**config.mk**
```make
export PLATFORM = sky130hd
export DESIGN_NAME = logical_frame_readout
export DESIGN_NICKNAME = d
export VERILOG_FILES = /design/src/rtl/lfr_pkg.sv /design/src/rtl/lfr_frame_reg.sv /design/src/rtl/lfr_frame_apply.sv /design/src/rtl/lfr_vote.sv /design/src/rtl/logical_frame_readout.sv
export SDC_FILE = /design/constraint.sdc
export NUM_CORES = 1
export LEC_CHECK = 0
export BUFFER_PORTS_ARGS = -buffer_cell sky130_fd_sc_hd__buf_2
export CAP_MARGIN = 20
export CORE_AREA = 4 4 41 43
export CTS_BUF_LIST = sky130_fd_sc_hd__clkbuf_8
export CTS_CLUSTER_SIZE = 20
export DETAILED_ROUTE_END_ITERATION = 12
export DIE_AREA = 0 0 45 47
export GPL_TIMING_DRIVEN = 0
export SYNTH_ARGS = -nofsm -noshare
export SYNTH_HDL_FRONTEND = slang
export SYNTH_SLANG_ARGS = --single-unit
```
**constraint.sdc**
```tcl
create_clock -name clk -period 1.19 [get_ports clk]
set_input_delay 0.238 -clock clk [delete_from_list [all_inputs] [get_ports clk]]
set_output_delay 0.238 -clock clk [all_outputs]
set_load 0.02 [all_outputs]
```
**src/rtl/lfr_pkg.sv**
```systemverilog
package lfr_pkg;

    localparam int unsigned LFR_NQ_DEFAULT = 3;

    typedef enum logic {
        VOTE_UNANIMOUS = 1'b0,
        VOTE_SPLIT     = 1'b1
    } vote_kind_e;

    typedef struct packed {
        logic       logical;
        vote_kind_e kind;
    } vote_t;

    // Turn a count of ones among nq corrected bits into a vote outcome.
    function automatic vote_t vote_from_count(input int ones, input int nq);
        vote_t v;
        v.logical = (2 * ones > nq);
        v.kind    = (ones == 0 || ones == nq) ? VOTE_UNANIMOUS : VOTE_SPLIT;
        return v;
    endfunction

endpackage

```
**src/rtl/lfr_frame_reg.sv**
```systemverilog
module lfr_frame_reg #(
    parameter int unsigned NQ = lfr_pkg::LFR_NQ_DEFAULT
) (
    input  logic          clk,
    input  logic          rst,
    input  logic          shot_clr,
    input  logic          mask_vld,
    input  logic [NQ-1:0] mask_bits,
    output logic [NQ-1:0] mask_now
);
    logic [NQ-1:0] mask_q;

    // Mask in force this cycle: a fresh mask wins, then a clear, then the held one.
    always_comb begin
        if (mask_vld)
            mask_now = mask_bits;
        else if (shot_clr)
            mask_now = '0;
        else
            mask_now = mask_q;
    end

    always_ff @(posedge clk) begin
        if (rst)
            mask_q <= '0;
        else
            mask_q <= mask_now;
    end
endmodule

```
**src/rtl/lfr_frame_apply.sv**
```systemverilog
module lfr_frame_apply #(
    parameter int unsigned NQ = lfr_pkg::LFR_NQ_DEFAULT
) (
    input  logic [NQ-1:0] raw_bits,
    input  logic [NQ-1:0] mask,
    output logic [NQ-1:0] fixed_bits
);
    for (genvar i = 0; i < NQ; i++) begin : g_flip
        assign fixed_bits[i] = raw_bits[i] ^ mask[i];
    end
endmodule

```
**src/rtl/lfr_vote.sv**
```systemverilog
module lfr_vote #(
    parameter int unsigned NQ = lfr_pkg::LFR_NQ_DEFAULT
) (
    input  logic [NQ-1:0]  bits,
    output lfr_pkg::vote_t vote
);
    import lfr_pkg::*;

    localparam int unsigned CW = $clog2(NQ + 1);

    if (NQ == 3) begin : g_three
        always_comb begin
            vote.logical = (bits[0] & bits[1]) | (bits[0] & bits[2]) | (bits[1] & bits[2]);
            vote.kind    = ((&bits) || !(|bits)) ? VOTE_UNANIMOUS : VOTE_SPLIT;
        end
    end else begin : g_count
        logic [CW-1:0] ones;
        always_comb begin
            ones = '0;
            for (int i = 0; i < NQ; i++)
                ones = ones + CW'(bits[i]);
            vote = vote_from_count(int'(ones), int'(NQ));
        end
    end
endmodule

```
**src/rtl/logical_frame_readout.sv**
```systemverilog
module logical_frame_readout #(
    parameter int unsigned NQ = lfr_pkg::LFR_NQ_DEFAULT
) (
    input  logic          clk,
    input  logic          rst,
    input  logic          shot_clr,
    input  logic          mask_vld,
    input  logic [NQ-1:0] mask_bits,
    input  logic          meas_vld,
    input  logic [NQ-1:0] meas_bits,
    output logic          res_vld,
    output logic [NQ-1:0] res_bits,
    output logic          res_logic,
    output logic          res_split
);
    import lfr_pkg::*;

    logic [NQ-1:0] mask_now;
    logic [NQ-1:0] fixed_bits;
    vote_t         vote_c;

    lfr_frame_reg #(.NQ(NQ)) u_frame (
        .clk       (clk),
        .rst       (rst),
        .shot_clr  (shot_clr),
        .mask_vld  (mask_vld),
        .mask_bits (mask_bits),
        .mask_now  (mask_now)
    );

    lfr_frame_apply #(.NQ(NQ)) u_apply (
        .raw_bits   (meas_bits),
        .mask       (mask_now),
        .fixed_bits (fixed_bits)
    );

    lfr_vote #(.NQ(NQ)) u_vote (
        .bits (fixed_bits),
        .vote (vote_c)
    );

    // Result stage: strobe every cycle, payload only on a measurement.
    always_ff @(posedge clk) begin
        if (rst) begin
            res_vld   <= 1'b0;
            res_bits  <= '0;
            res_logic <= 1'b0;
            res_split <= 1'b0;
        end else begin
            res_vld <= meas_vld;
            if (meas_vld) begin
                res_bits  <= fixed_bits;
                res_logic <= vote_c.logical;
                res_split <= (vote_c.kind == VOTE_SPLIT);
            end
        end
    end
endmodule

```
; ---- Yosys cells after proc, flatten, opt, wreduce, memory -nomap -nowiden
; Cells that the tools add are included.
[word_totals]
reg_bits = 9
inputBits = 11
out_inout_bits = 6
elab_cells = 20
[op_classes]
mux = 3
n_bitwise = 8
reduce_logical = 4
[op_table]
columns = op, n
row1 = 3-bit 2-to-1 mux, 2
row2 = 1-bit AND, 3
row3 = 3-bit AND reduction, 1
row4 = 3-bit OR reduction, 1
row5 = 1-bit XOR, 3
row6 = 1-bit bitwise OR, 2
row7 = 1-bit logical NOT, 1
row8 = 1-bit logical OR, 1
row9 = 1-bit 2-to-1 mux, 1

; ---- Depth between registers and ports, before layout
[logic_depth]
ltp_word = 7
mapped_depth = 5

; ---- Cells and area by module
; A second synthesis with hierarchy kept.
[unflattened]
cells_unflattened = 42
area_unflattened_um2 = 401.6
[by_module_without_submodules]
columns = mod, n_inst, cells_each, area_per_inst_um2, seq_area_each_um2
row1 = logical_frame_readout, 1, 18, 206.4, 120.1
row2 = lfr_frame_reg, 1, 17, 142.6, 60.1
row3 = lfr_frame_apply, 1, 3, 26.3, 0.0
row4 = lfr_vote, 1, 4, 26.3, 0.0

; ---- Least setup slack after synthesis
; Ideal clock, no wire load.
[synth_path]
path_kind = flip-flop to flip-flop
from = register u_frame.mask_q[2]
to = register res_logic
arrival_ns = 1.221
path_slack_ns = -0.110
path_stages_with_launch = 6
period_less_slack_ns = 1.300
cell_sequence = dfxtp_1 > nor3b_2 > a21oi_1 > xor2_1 > maj3_2 > a211oi_2
[synth_between]
elab_chain_len = 6
elab_cells_between_ends = 7
cone_classes = 2 x mux / 5 x bitwise
[synth_lines]
columns = element, line_no
row1 = "start, declared", lfr_frame_reg.sv:11  ; logic [NQ-1:0] mask_q;
row2 = "start signal, assigned", lfr_frame_reg.sv:27  ; mask_q <= mask_now;
row3 = 3-bit 2-to-1 mux (*), lfr_frame_reg.sv:17  ; else if (shot_clr)
row4 = 3-bit 2-to-1 mux (*), lfr_frame_reg.sv:15  ; if (mask_vld)
row5 = 1-bit XOR (*), lfr_frame_apply.sv:9  ; assign fixed_bits[i] = raw_bits[i] ^ mask[i];
row6 = 1-bit AND, lfr_vote.sv:13  ; vote.logical = (bits[0] & bits[1]) | (bits[0] & bits[2]) | (bits[1] & bits[2]);
row7 = 1-bit bitwise OR, lfr_vote.sv:13
row8 = 1-bit bitwise OR (*), lfr_vote.sv:13
row9 = "end signal, assigned", logical_frame_readout.sv:53  ; res_logic <= vote_c.logical;
row10 = "end, declared", logical_frame_readout.sv:13  ; output logic res_logic,
; Mark *: on every way between the ends. The rest lies on a longest branch, timed or not.
; A chain may end at the register's enable or synchronous reset.

; ---- Final worst setup path
[layout_path]
from = register u_frame.mask_q[0]
to = register res_split
[layout_between]
elab_chain_len = 7
elab_cells_between_ends = 8
cone_classes = 3 x mux / 1 x bitwise / 4 x reduce/logical
[layout_lines]
columns = element, line_no
row1 = 3-bit 2-to-1 mux (*), lfr_frame_reg.sv:17
row2 = 3-bit 2-to-1 mux (*), lfr_frame_reg.sv:15
row3 = 1-bit XOR (*), lfr_frame_apply.sv:9
row4 = 3-bit OR reduction, lfr_vote.sv:14  ; vote.kind = ((&bits) || !(|bits)) ? VOTE_UNANIMOUS : VOTE_SPLIT;
row5 = 1-bit logical NOT, lfr_vote.sv:14
row6 = 1-bit logical OR (*), lfr_vote.sv:14
row7 = 1-bit 2-to-1 mux (*), lfr_vote.sv:14
row8 = "end signal, assigned", logical_frame_readout.sv:54  ; res_split <= (vote_c.kind == VOTE_SPLIT);
row9 = "end, declared", logical_frame_readout.sv:14  ; output logic res_split
; Marked as above.

==> reports/summary.md <==
STA puts the critical path data arrival time at 1470 ps. For the worst-skew pair, the clock arrives at the later sink with an insertion delay of 230 ps. For the post-route antenna net violation count, the log shows 0. The number of buffers inserted during clock tree synthesis is 3. The worst hold slack is 260.3 ps, and the HPWL reported at the end of detailed placement is 562.6 microns. The placed instances occupy a cell area of 483.0 sq um. Dominant delay contributor by cell family on the critical path: compound AO/OA/AOI/OAI gates. The fraction of the core area covered by cells at the end of the flow is 45.38%. The tools report the number of global-route vias before repair as 301.

The fraction of post-synthesis cell area in the top cell type by area is 48.98%, and the number of enable flip-flop cells after synthesis is 0. The synthesized netlist devotes 14.97% of its cell area to compound gates. The type of the worst setup path was reg -> reg. The worst setup path is launched from a flop. For the pin with the worst max-slew slack, the measured transition is 456.9 ps. The overall routed net length is 750 microns, and the sequential fraction of the synthesis area is 48.98%. The first global-routing pass estimated 1.138 mm of wire. The worst path needs 1356 ps of the cycle, external delays included. In the synthesized netlist, mux cells make up 0% of the area. After the last flow step, the layout net total stands at 75. The cell at the slowest stage of the critical path was sky130_fd_sc_hd__dfxtp_1. For this design the ratio of total power to cell area is 1404 nW/um^2. The first detailed-routing pass ran for 3 iterations. The synthesized cell area was 367.9 sq um; the DRC violation count after routing was 0. Cells with a size suffix above 1 make up 57.14% of the layout. The worst pin sits at a relative slew slack of 69.54%. For the final database, setup skew stands at 2.956 ps. In this run the static leakage power is 0.2577 nW. No sink is reached through more buffers than the 2 on the longest clock path.

The total global routing overflow was 0. The number of warnings printed during yosys synthesis was 0; the initial detailed-routing violation count was 7. Highest clock rate: 737.6 MHz. After synthesis, the largest family of logic cells by area is simple AND/OR/NAND/NOR gates.

Entering global routing, the biggest net connects 10 pins. Synthesis produced a netlist with a net count of 51. Element type at the critical path end: a flop. Setup repair after global routing could not meet its margin everywhere. Each instance of the synthesized netlist takes up on average 9.196 sq um. The run gives 13 as the site row count. In this run, placement finished with an instance count of 70. Measured along the y axis, the die boundary spans 47 microns. Of the total synthesized cell area, the portion taken by full adders, half adders and majority gates is 3.061%. Class of the most critical hold timing path: in -> reg. The number of hold violations in the final report was 0.

The total of flip-flops plus latches after synthesis was 9. For this run, the number of standard cells in the final layout without fillers is 78. The fraction of registers with async set/reset came out at 0%.

In the post-synthesis netlist, the cell with the most instances is sky130_fd_sc_hd__dfxtp_1. The region available for standard cell placement spans 1301 sq um. TritonCTS built the clock tree. Counting instances in the post-synthesis netlist gives the leading cell types as sky130_fd_sc_hd__dfxtp_1, sky130_fd_sc_hd__nor2_1, sky130_fd_sc_hd__a21oi_1, sky130_fd_sc_hd__nand2_1, sky130_fd_sc_hd__xor2_1. The post-synthesis cell count was 40; the die extent in x was 45 microns. After synthesis, the cell types taking the most area are sky130_fd_sc_hd__dfxtp_1, sky130_fd_sc_hd__nor2_1, sky130_fd_sc_hd__xor2_1. Data on the critical path is required at its endpoint by 1310 ps. The clock drives 9 sinks. The run finished, with violations left. The final weighted congestion of routability-driven global placement is 0.6304, and the wire length per cell after detailed routing is 9.615 microns. The combined buffer and inverter count along the critical path was 0; the max-cap violation count was 0.

The tools report the antenna cell count as 0. Summed over all instances, the cell type with the most area after synthesis is sky130_fd_sc_hd__dfxtp_1. The number of distinct standard cells referenced by the synthesized netlist was 16; the number of buffers added on ports was 15. The die outline area is 2115 sq um, and the growth of design area from synthesis to finish is 60.54%. Detailed routing inserted a total of 350 vias.

The synthesized netlist devotes 7.143% of its cell area to XOR and XNOR gates. The setup slack after layout was -165.8 ps; the per-cell via count in the routed design was 4.487. Number of filler cells placed in the layout: 142.

The final critical path takes up 113.9% of the cycle. Clock-pin slew was measured on the worst setup and hold paths at 50 ps. Of all nets on the critical path, the largest fanout is 3. The cell at the root of the clock tree is sky130_fd_sc_hd__clkbuf_8. The number of pins exceeding their max-slew limit in the final report came out at 0. The initial utilization of the core area, before any placement, comes to 28.27%. The logs give 3 for the total setup violations reported at the end of the flow and 588.5 uV for the worst ir drop on vdd. The signal on the critical path passes through nor3b_2 > a21oi_2 > xor2_2 > or2_1 > o311a_1. For the initial antenna violation count, the log shows 0. The largest incremental delay on the critical path is 290 ps, and the basic-gate share of the synthesized area counting and, or, nand and nor cells is 23.81%.

In this run the count of I/O pins placed on the die edge is 17. With fillers left out, the area of the finished cells amounts to 590.6 sq um. The tools report the level count of the clock H-tree as 1. Global routing used 7.765% of the available tracks.

The final reports fail on negative setup slack. The count of hold buffers inserted by post-cts repair came out at 0. The most used flip-flop cell after synthesis is sky130_fd_sc_hd__dfxtp_1.
[layer usage]
layer	vias up	GRT usage [%]	wire length (microns)
met4	0	7.018	0
li1	179	-	-
met2	16	12.15	347
met5	-	0	0
met3	0	3.448	86
met1	155	7.798	316
[logic make-up after synthesis]
family	count (synthesis)
AND/OR/NAND/NOR	17
XOR/XNOR	3
flip-flops	9
AO/OA/AOI/OAI	8
adder cells (fa/ha/maj)	1
buffers and inverters	2
[layout make-up]
| class | count | area, sq um | area share [%] |
|---|---|---|---|
| Buffer | 1 | 3.754 | 0.6356 |
| Clock buffer | 3 | 41.29 | 6.992 |
| Clock inverter | 1 | 3.754 | 0.6356 |
| Inverter | 1 | 3.754 | 0.6356 |
| Multi-Input combinational cell | 29 | 234.0 | 39.62 |
| Sequential cell | 9 | 180.2 | 30.51 |
| Tap cell | 15 | 18.77 | 3.178 |
| Timing Repair Buffer | 19 | 105.1 | 17.80 |
[stage by stage]
| step | power (mW) | setup TNS [ps] | setup slack (ps) |
|---|---|---|---|
| 6_report | 0.8290 | -328.7 | -165.8 |
| 5_1_grt | 0.8754 | -634.1 | -221.2 |
| 4_1_cts | 0.8245 | -266.5 | -152.3 |
| 3_5_place_dp | 0.4666 | -882.8 | -289.9 |
| 3_3_place_gp | 0.4653 | -777.1 | -275.3 |
| 2_1_floorplan | 0.4178 | -124.0 | -69.82 |
[registers in the layout, summed over array words and instances (netlist names)]
name	flops
res_vld	1
u_frame.mask_q	3
res_logic	1
res_bits	3
res_split	1
[power by group]
part	total, mW	switching, mW	internal, mW
Clock	0.339	0.114	0.224
Sequential	0.330	0.00684	0.323
Combinational	0.160	0.0850	0.0754
[final timing paths]
check,start,endpoint,slack (ps),depth (start not counted)
max reg2reg,u_frame.mask_q[0],res_split,-170,5
max,u_frame.mask_q[0],res_split,-170,5
min reg2reg,res_bits[0],res_bits[0],470,2
min,meas_vld,res_logic,260,2
[cell usage in the layout, fill, tap and decap left out, drive strengths merged]
cell type,count
clkbuf,4
nand4,1
dfxtp,9
inv,2
o21a,1
xor2,3
or2,2
o311a,1
nor2,8
nor3b,3
a211oi,1
maj3,1
a21oi,5
buf,19
nand2,3
[timing repair]
item / CTS / global route
buffers inserted: 2 / 2
pin swaps: 4 / 3
setup endpoints to repair: 5 / 5
resized for setup: 2 / 4
Note: power is estimated with default switching activity, not from simulation.
